File: config.mk
export PLATFORM = sky130hd
export DESIGN_NAME = ddr2_init_seq
export DESIGN_NICKNAME = d
export VERILOG_FILES = /design/src/rtl/ddr2_init_pkg.sv /design/src/rtl/ddr2_gap_timer.sv /design/src/rtl/ddr2_dll_wait.sv /design/src/rtl/ddr2_mode_word.sv /design/src/rtl/ddr2_init_seq.sv
export SDC_FILE = /design/constraint.sdc
export NUM_CORES = 1
export LEC_CHECK = 0
export CORE_MARGIN = 2
export CORE_UTILIZATION = 55
export DETAILED_ROUTE_END_ITERATION = 8
export DONT_BUFFER_PORTS = 1
export PLACE_DENSITY = 0.82
export SLEW_MARGIN = 25
export SYNTH_ARGS = -nofsm -noshare
export SYNTH_HDL_FRONTEND = slang
export SYNTH_SLANG_ARGS = --single-unit
File: constraint.sdc
create_clock -name clk -period 2.7 [get_ports clk]
set_input_delay 0.405 -clock clk [delete_from_list [all_inputs] [get_ports clk]]
set_output_delay 0.405 -clock clk [all_outputs]
set_load 0.02 [all_outputs]
File: src/rtl/ddr2_init_pkg.sv
// Package: shared command codes, step descriptors and the fixed step table
// for the DDR2 initialization sequencer.
// Assumes: commands are encoded on {cs_n, ras_n, cas_n, we_n}.
package ddr2_init_pkg;

    localparam int ADDR_W    = 13;
    localparam int NUM_STEPS = 11;
    localparam int STEP_W    = 4;

    typedef enum logic [3:0] {
        CMD_MRS   = 4'b0000,
        CMD_REF   = 4'b0001,
        CMD_PREA  = 4'b0010,
        CMD_NOP   = 4'b0111,
        CMD_DESEL = 4'b1111
    } cmd_e;

    typedef enum logic [2:0] {
        WD_ZERO,
        WD_PREA,
        WD_MR_DLLRST,
        WD_MR_RUN,
        WD_OCD_DFLT
    } word_e;

    typedef enum logic [1:0] {
        GAP_RP,
        GAP_MRD,
        GAP_RFC
    } gap_e;

    typedef struct packed {
        cmd_e        cmd;
        logic [1:0]  ba;
        word_e       word;
        gap_e        gap;
        logic        wait_dll;
    } step_t;

    // Returns the command, target, data word kind and trailing gap of a step.
    function automatic step_t step_of(input logic [STEP_W-1:0] idx);
        step_t s;
        case (idx)
            4'd0:    s = '{CMD_PREA, 2'd0, WD_PREA,      GAP_RP,  1'b0};
            4'd1:    s = '{CMD_MRS,  2'd2, WD_ZERO,      GAP_MRD, 1'b0};
            4'd2:    s = '{CMD_MRS,  2'd3, WD_ZERO,      GAP_MRD, 1'b0};
            4'd3:    s = '{CMD_MRS,  2'd1, WD_ZERO,      GAP_MRD, 1'b0};
            4'd4:    s = '{CMD_MRS,  2'd0, WD_MR_DLLRST, GAP_MRD, 1'b0};
            4'd5:    s = '{CMD_PREA, 2'd0, WD_PREA,      GAP_RP,  1'b0};
            4'd6:    s = '{CMD_REF,  2'd0, WD_ZERO,      GAP_RFC, 1'b0};
            4'd7:    s = '{CMD_REF,  2'd0, WD_ZERO,      GAP_RFC, 1'b0};
            4'd8:    s = '{CMD_MRS,  2'd0, WD_MR_RUN,    GAP_MRD, 1'b0};
            4'd9:    s = '{CMD_MRS,  2'd1, WD_OCD_DFLT,  GAP_MRD, 1'b1};
            4'd10:   s = '{CMD_MRS,  2'd1, WD_ZERO,      GAP_MRD, 1'b0};
            default: s = '{CMD_NOP,  2'd0, WD_ZERO,      GAP_MRD, 1'b0};
        endcase
        return s;
    endfunction

endpackage

File: src/rtl/ddr2_gap_timer.sv
// Module: down-counter that measures the spacing after a command.
// Assumes: load_val is the spacing minus one; expired is high when the
// spacing has elapsed and a new command may go out.
module ddr2_gap_timer #(
    parameter int CW = 8
) (
    input  logic          clk,
    input  logic          rst_n,
    input  logic          load,
    input  logic [CW-1:0] load_val,
    output logic          expired
);

    logic [CW-1:0] cnt_q;

    // Load on a new command, otherwise count down to zero and hold.
    always_ff @(posedge clk) begin
        if (!rst_n)
            cnt_q <= '0;
        else if (load)
            cnt_q <= load_val;
        else if (cnt_q != '0)
            cnt_q <= cnt_q - 1'b1;
    end

    assign expired = (cnt_q == '0);

endmodule

File: src/rtl/ddr2_dll_wait.sv
// Module: tracks the DLL lock interval that starts at the DLL-reset write.
// Assumes: start pulses in the cycle the DLL-reset write is issued; locked
// rises once T_DLL edges have passed since then and holds until reset.
module ddr2_dll_wait #(
    parameter int T_DLL = 200
) (
    input  logic clk,
    input  logic rst_n,
    input  logic start,
    output logic locked
);

    localparam int DW = $clog2(T_DLL + 1);

    logic [DW-1:0] age_q;

    // Start at one on the reset write, then count up and saturate at T_DLL.
    always_ff @(posedge clk) begin
        if (!rst_n)
            age_q <= '0;
        else if (start)
            age_q <= DW'(1);
        else if (age_q != '0 && age_q < DW'(T_DLL))
            age_q <= age_q + 1'b1;
    end

    assign locked = (age_q >= DW'(T_DLL));

endmodule

File: src/rtl/ddr2_mode_word.sv
// Module: builds the 13-bit register data word for the current step.
// Assumes: configuration is stable during initialization; illegal burst
// length codes are replaced by the code for length 4.
module ddr2_mode_word
    import ddr2_init_pkg::*;
(
    input  word_e              sel,
    input  logic [2:0]         cfg_burst_len,
    input  logic               cfg_burst_intlv,
    input  logic [2:0]         cfg_cas_lat,
    input  logic [2:0]         cfg_wr_rec,
    output logic [ADDR_W-1:0]  word
);

    logic [2:0] bl_code;

    // Keep only the two legal burst length codes.
    always_comb begin
        bl_code = (cfg_burst_len == 3'b011) ? 3'b011 : 3'b010;
    end

    // Pick the full register image for the requested word kind.
    always_comb begin
        case (sel)
            WD_PREA:      word = 13'h0400;
            WD_MR_DLLRST: word = {1'b0, cfg_wr_rec, 1'b1, 1'b0, cfg_cas_lat,
                                  cfg_burst_intlv, bl_code};
            WD_MR_RUN:    word = {1'b0, cfg_wr_rec, 1'b0, 1'b0, cfg_cas_lat,
                                  cfg_burst_intlv, bl_code};
            WD_OCD_DFLT:  word = 13'h0380;
            default:      word = '0;
        endcase
    end

endmodule

File: src/rtl/ddr2_init_seq.sv
// Module: top of the DDR2 power-up initialization sequencer.
// Raises CKE, waits T_CKE cycles of NOP, walks the fixed step table with
// per-step spacing, waits for DLL lock before the calibration step, and
// then flags completion. All outputs are registered.
// Assumes: every spacing parameter is at least 1; cfg_* held stable.
module ddr2_init_seq
    import ddr2_init_pkg::*;
#(
    parameter int T_CKE = 80,
    parameter int T_RP  = 3,
    parameter int T_MRD = 2,
    parameter int T_RFC = 26,
    parameter int T_DLL = 200
) (
    input  logic              clk,
    input  logic              rst_n,
    input  logic [2:0]        cfg_burst_len,
    input  logic              cfg_burst_intlv,
    input  logic [2:0]        cfg_cas_lat,
    input  logic [2:0]        cfg_wr_rec,
    output logic              cke,
    output logic              odt,
    output logic              cs_n,
    output logic              ras_n,
    output logic              cas_n,
    output logic              we_n,
    output logic [1:0]        ba,
    output logic [ADDR_W-1:0] addr,
    output logic              init_done
);

    localparam int MAX_A   = (T_CKE > T_RFC) ? T_CKE : T_RFC;
    localparam int MAX_B   = (T_RP > T_MRD) ? T_RP : T_MRD;
    localparam int MAX_GAP = (MAX_A > MAX_B) ? MAX_A : MAX_B;
    localparam int CW      = $clog2(MAX_GAP + 1);
    localparam int AGE_W   = $clog2(T_DLL + 1);

    typedef enum logic [1:0] {PH_OFF, PH_RUN, PH_TAIL, PH_DONE} phase_e;

    phase_e              phase_q;
    logic [STEP_W-1:0]   step_q;
    step_t               cur;
    logic                expired;
    logic                dll_locked;
    logic                issue;
    logic                load;
    logic [CW-1:0]       load_val;
    logic [CW-1:0]       gap_val;
    logic [ADDR_W-1:0]   word;
    logic [3:0]          cmd_q;
    logic                cke_q;

    // Look up the descriptor of the step waiting to go out.
    always_comb cur = step_of(step_q);

    // Translate the step's spacing kind into a timer reload value.
    always_comb begin
        case (cur.gap)
            GAP_RP:  gap_val = CW'(T_RP - 1);
            GAP_RFC: gap_val = CW'(T_RFC - 1);
            default: gap_val = CW'(T_MRD - 1);
        endcase
    end

    // A step goes out once its spacing has elapsed and any DLL wait is over.
    always_comb begin
        issue    = (phase_q == PH_RUN) && expired && (!cur.wait_dll || dll_locked);
        load     = issue || (phase_q == PH_OFF);
        load_val = (phase_q == PH_OFF) ? CW'(T_CKE - 1) : gap_val;
    end

    ddr2_gap_timer #(.CW(CW)) gap_i (
        .clk      (clk),
        .rst_n    (rst_n),
        .load     (load),
        .load_val (load_val),
        .expired  (expired)
    );

    ddr2_dll_wait #(.T_DLL(T_DLL)) dll_i (
        .clk    (clk),
        .rst_n  (rst_n),
        .start  (issue && (cur.word == WD_MR_DLLRST)),
        .locked (dll_locked)
    );

    ddr2_mode_word word_i (
        .sel             (cur.word),
        .cfg_burst_len   (cfg_burst_len),
        .cfg_burst_intlv (cfg_burst_intlv),
        .cfg_cas_lat     (cfg_cas_lat),
        .cfg_wr_rec      (cfg_wr_rec),
        .word            (word)
    );

    // Sequencer state: phase, step index, CKE and the done flag.
    always_ff @(posedge clk) begin
        if (!rst_n) begin
            phase_q   <= PH_OFF;
            step_q    <= '0;
            cke_q     <= 1'b0;
            init_done <= 1'b0;
        end else begin
            case (phase_q)
                PH_OFF: begin
                    cke_q   <= 1'b1;
                    phase_q <= PH_RUN;
                end
                PH_RUN: begin
                    if (issue) begin
                        step_q <= step_q + 1'b1;
                        if (step_q == STEP_W'(NUM_STEPS - 1))
                            phase_q <= PH_TAIL;
                    end
                end
                PH_TAIL: begin
                    if (expired) begin
                        init_done <= 1'b1;
                        phase_q   <= PH_DONE;
                    end
                end
                default: ;
            endcase
        end
    end

    // Command bus register: the issued step, or NOP with a quiet address.
    always_ff @(posedge clk) begin
        if (!rst_n) begin
            cmd_q <= CMD_DESEL;
            ba    <= '0;
            addr  <= '0;
        end else if (issue) begin
            cmd_q <= cur.cmd;
            ba    <= cur.ba;
            addr  <= word;
        end else begin
            cmd_q <= CMD_NOP;
            ba    <= '0;
            addr  <= '0;
        end
    end

    assign {cs_n, ras_n, cas_n, we_n} = cmd_q;
    assign cke = cke_q;
    assign odt = 1'b0;

    // ---------------- assertions ----------------
    logic [3:0]       bus_cmd;
    logic             bus_active;
    logic [AGE_W-1:0] chk_age_q;

    assign bus_cmd    = {cs_n, ras_n, cas_n, we_n};
    assign bus_active = !cs_n && (bus_cmd != CMD_NOP);

    // Age of the DLL-reset write as seen on the bus, for the lock check.
    always_ff @(posedge clk) begin
        if (!rst_n)
            chk_age_q <= '0;
        else if (bus_cmd == CMD_MRS && ba == 2'd0 && addr[8])
            chk_age_q <= AGE_W'(1);
        else if (chk_age_q != '0 && chk_age_q < AGE_W'(T_DLL))
            chk_age_q <= chk_age_q + 1'b1;
    end


    cmd_needs_cke_chk: assert property (@(posedge clk) disable iff (!rst_n)
        bus_active |-> cke);


    odt_low_chk: assert property (@(posedge clk) disable iff (!rst_n)
        !odt);


    prea_a10_chk: assert property (@(posedge clk) disable iff (!rst_n)
        (bus_cmd == CMD_PREA) |-> addr[10]);


    mr_bl_legal_chk: assert property (@(posedge clk) disable iff (!rst_n)
        (bus_cmd == CMD_MRS && ba == 2'd0) |-> (addr[2:0] == 3'b010 || addr[2:0] == 3'b011));


    done_hold_chk: assert property (@(posedge clk) disable iff (!rst_n)
        init_done |=> init_done);


    quiet_after_done_chk: assert property (@(posedge clk) disable iff (!rst_n)
        init_done |-> (bus_cmd == CMD_NOP));


    dll_lock_wait_chk: assert property (@(posedge clk) disable iff (!rst_n)
        (bus_cmd == CMD_MRS && ba == 2'd1 && addr[9:7] == 3'b111) |-> (chk_age_q >= AGE_W'(T_DLL)));

endmodule

==> results.sh <==
export IMPL_status="finished, final reports clean"
export IMPL_synth_common_cells="50 x dfxtp_1, 27 x nor2_1, 19 x nand2_1, 14 x ha_1, 13 x inv_1"
export IMPL_endpoint_kind="flop"
export IMPL_synthArstFlopShare_pct=0
export IMPL_grt_pass1_wl_um=5789
export IMPL_avgSynthCellArea_um2=9.596
export IMPL_drt_initial_drc_count=66
export IMPL_drc=0
export IMPL_finalCritPeriodShare_pct=91.46
export IMPL_grt_max_degree=16
export IMPL_timing_hold_ws_ps=189.1
export IMPL_clockRootBuffer="clkbuf_8"
export IMPL_design_die_area_um2=4369
export IMPL_postCtsHoldBufs=0
export IMPL_synth_most_common_cell="dfxtp_1"
export IMPL_numCtsBuffers=5
export IMPL_p_leak_nw=0.9137
export IMPL_routedWlPerCell_um=13.25
export IMPL_die_h_um=66.10
export IMPL_cp_required_ps=2930
export IMPL_yosys_area_top_type="dfxtp_1"
export IMPL_total_power_mw=1.760
export IMPL_antenna_found_initial=0
export IMPL_fmax_ghz=0.4050
export IMPL_fill_cells=338
export IMPL_rsz0062_at_grt="false"
export IMPL_ys_seq_area_share_pct=47.20
export IMPL_vias_per_cell=5.373
export IMPL_syn_cell_area_um2=2121
export IMPL_post_cts_buffers=0
export IMPL_layout_setup_ws_ps=230.6
export IMPL_antennaDiodeCount=0
export IMPL_critical_path_peak_fanout=8
export IMPL_grt_pass1_vias=1303
export IMPL_synth_seq_cells=50
export IMPL_insertion_delay_ps=300
export IMPL_synth_edf_count=0
export IMPL_finalSetupViolations=0
export IMPL_peakVddDrop_mv=0.5083
export IMPL_fin_nets=254
export IMPL_multiInputGateArea_um2=1037
export IMPL_min_period_ps=2469
export IMPL_areaGrowthSynthToFinish_pct=6.254
export IMPL_drv_slew=0
export IMPL_clock_sinks=50
export IMPL_drive_above_1_share_pct=10.09
export IMPL_synth_top_area_share_pct=47.20
export IMPL_die_x_um=66.10
export IMPL_hp_class="in2reg"
export IMPL_hold_violations=0
export IMPL_port_buffers=0
export IMPL_startpoint_type="flop"
export IMPL_wirelength_um=3657
export IMPL_pin_count=34
export IMPL_synth_flop_cell="dfxtp_1"
export IMPL_ff_latch_area_um2=1001
export IMPL_slew_headroom_pct=59.91
export IMPL_power_density_nw_per_um2=781.0
export IMPL_grt_overflow=0
export IMPL_ctsResizeCount=0
export IMPL_clk_pin_slew_ps=80
export IMPL_critical_path_class="reg2reg"
export IMPL_core_region_area_um2=3689
export IMPL_maxCapViolCount=0
export IMPL_fin_skew_ps=7.992
export IMPL_drtPass1Iterations=4
export IMPL_htree_levels=2
export IMPL_postRouteAntennaNets=0
export IMPL_place_gp_congestion=0.8954
export IMPL_synth_top_cells_by_area="dfxtp_1 47%, ha_1 8.3%, nor2_1 4.8%"
export IMPL_final_core_utilization_pct=61.09
export IMPL_cts_tree="yes"
export IMPL_clockBufferDepth=2
export IMPL_netlist_cell_type_count=48
export IMPL_syn_inst=221
export IMPL_worstPathArrival_ps=2700
export IMPL_synth_warnings=0
export IMPL_worst_slew_pin_slew_ps=598.7
export IMPL_pre_cts_slack_ps=245.9
export IMPL_num_rows=22
export IMPL_place_hpwl_um=2681
export IMPL_vias=1483
export IMPL_fin_setup_tns_ps=0
export IMPL_grt_total_usage_pct=17.48
export IMPL_start_util_pct=57.50
==> where the power goes <==
group	total, mW	internal [mW]	switching (mW)
combinational	0.464	0.209	0.254
clock	0.401	0.179	0.223
sequential	0.895	0.819	0.0762
total	1.76	1.21	0.553
==> path summary, 6_finish.rpt <==
kind	slack [ps]	to	cells past startpoint	start
max reg2reg	230	cur[4]	7	gap_i.cnt_q[2]
max	230	cur[4]	7	gap_i.cnt_q[2]
min	190	addr[0]	1	cfg_burst_len[2]
min reg2reg	420	bus_cmd[1]	1	cur[9]
==> kinds of logic (layout without fill, tap and decap cells) <==
logic type | count (synthesis) | in the layout | share of synthesized area (%)
other | 1 | 3 | 0.1768
xor gates and xnor gates | 10 | 10 | 4.130
DFF | 50 | 50 | 47.20
buffers and inverters | 20 | 25 | 4.247
muxes | 6 | 6 | 3.127
adders and majority gates | 14 | 14 | 8.260
and+or+nand+nor | 87 | 87 | 21.06
AOI/OAI and AO/OA | 33 | 33 | 11.80
==> layout make-up <==
cell class                 instances  area share (%)
timing repair buffer               3          0.9994
sequential                        50           44.42
clock buffer                       7           3.387
tap                               48           2.665
inverter                          15           2.499
multi-input combinational        153           46.03
==> cells in the final DEF, fill, tap and decap left out, types with 4 or more instances in the layout <==
cell / Yosys / routed
nor4_1: 5 / 5
a21oi_1: 10 / 10
nand2b_1: 6 / 6
dfxtp_1: 50 / 50
and2_1: 6 / 6
ha_1: 14 / 14
xnor2_1: 5 / 5
inv_1: 13 / 13
mux2i_1: 4 / 4
nand2_1: 19 / 19
xor2_1: 5 / 5
clkbuf_8: 0 / 5
nor2_1: 27 / 27
==> layer usage <==
metal / global-route usage, % / up-vias / routed length, µm
li1: - / 757 / -
met1: 21.07 / 695 / 1680
met2: 29.00 / 25 / 1790
met3: 5.281 / 6 / 133
met4: 6.888 / 0 / 53
met5: 0 / - / 0
==> stage by stage <==
stage	std cells	area (µm²)
after global routing	276	2253
after CTS	276	2253
after floorplan	223	2128
final	276	2253
after detailed placement	269	2177
after global placement	269	2177
==> sequential cells by signal, summed over array words and instances (netlist names) <==
register     flops
addr            11
ba               2
bus_cmd          4
cke              1
cur             10
dll_i.age_q      8
gap_i.cnt_q      7
init_done        1
phase_q          2
step_q           4
==> worst max-delay path, stage by stage, from the launching register on <==
cell and delay [ps]:
dfxtp_1 350, or4_4 580, a211oi_4 390, and4_1 270, mux2_4 350, inv_2 110
or2b_1 230, a21oi_1 130
(Power assumes the default switching activity.)
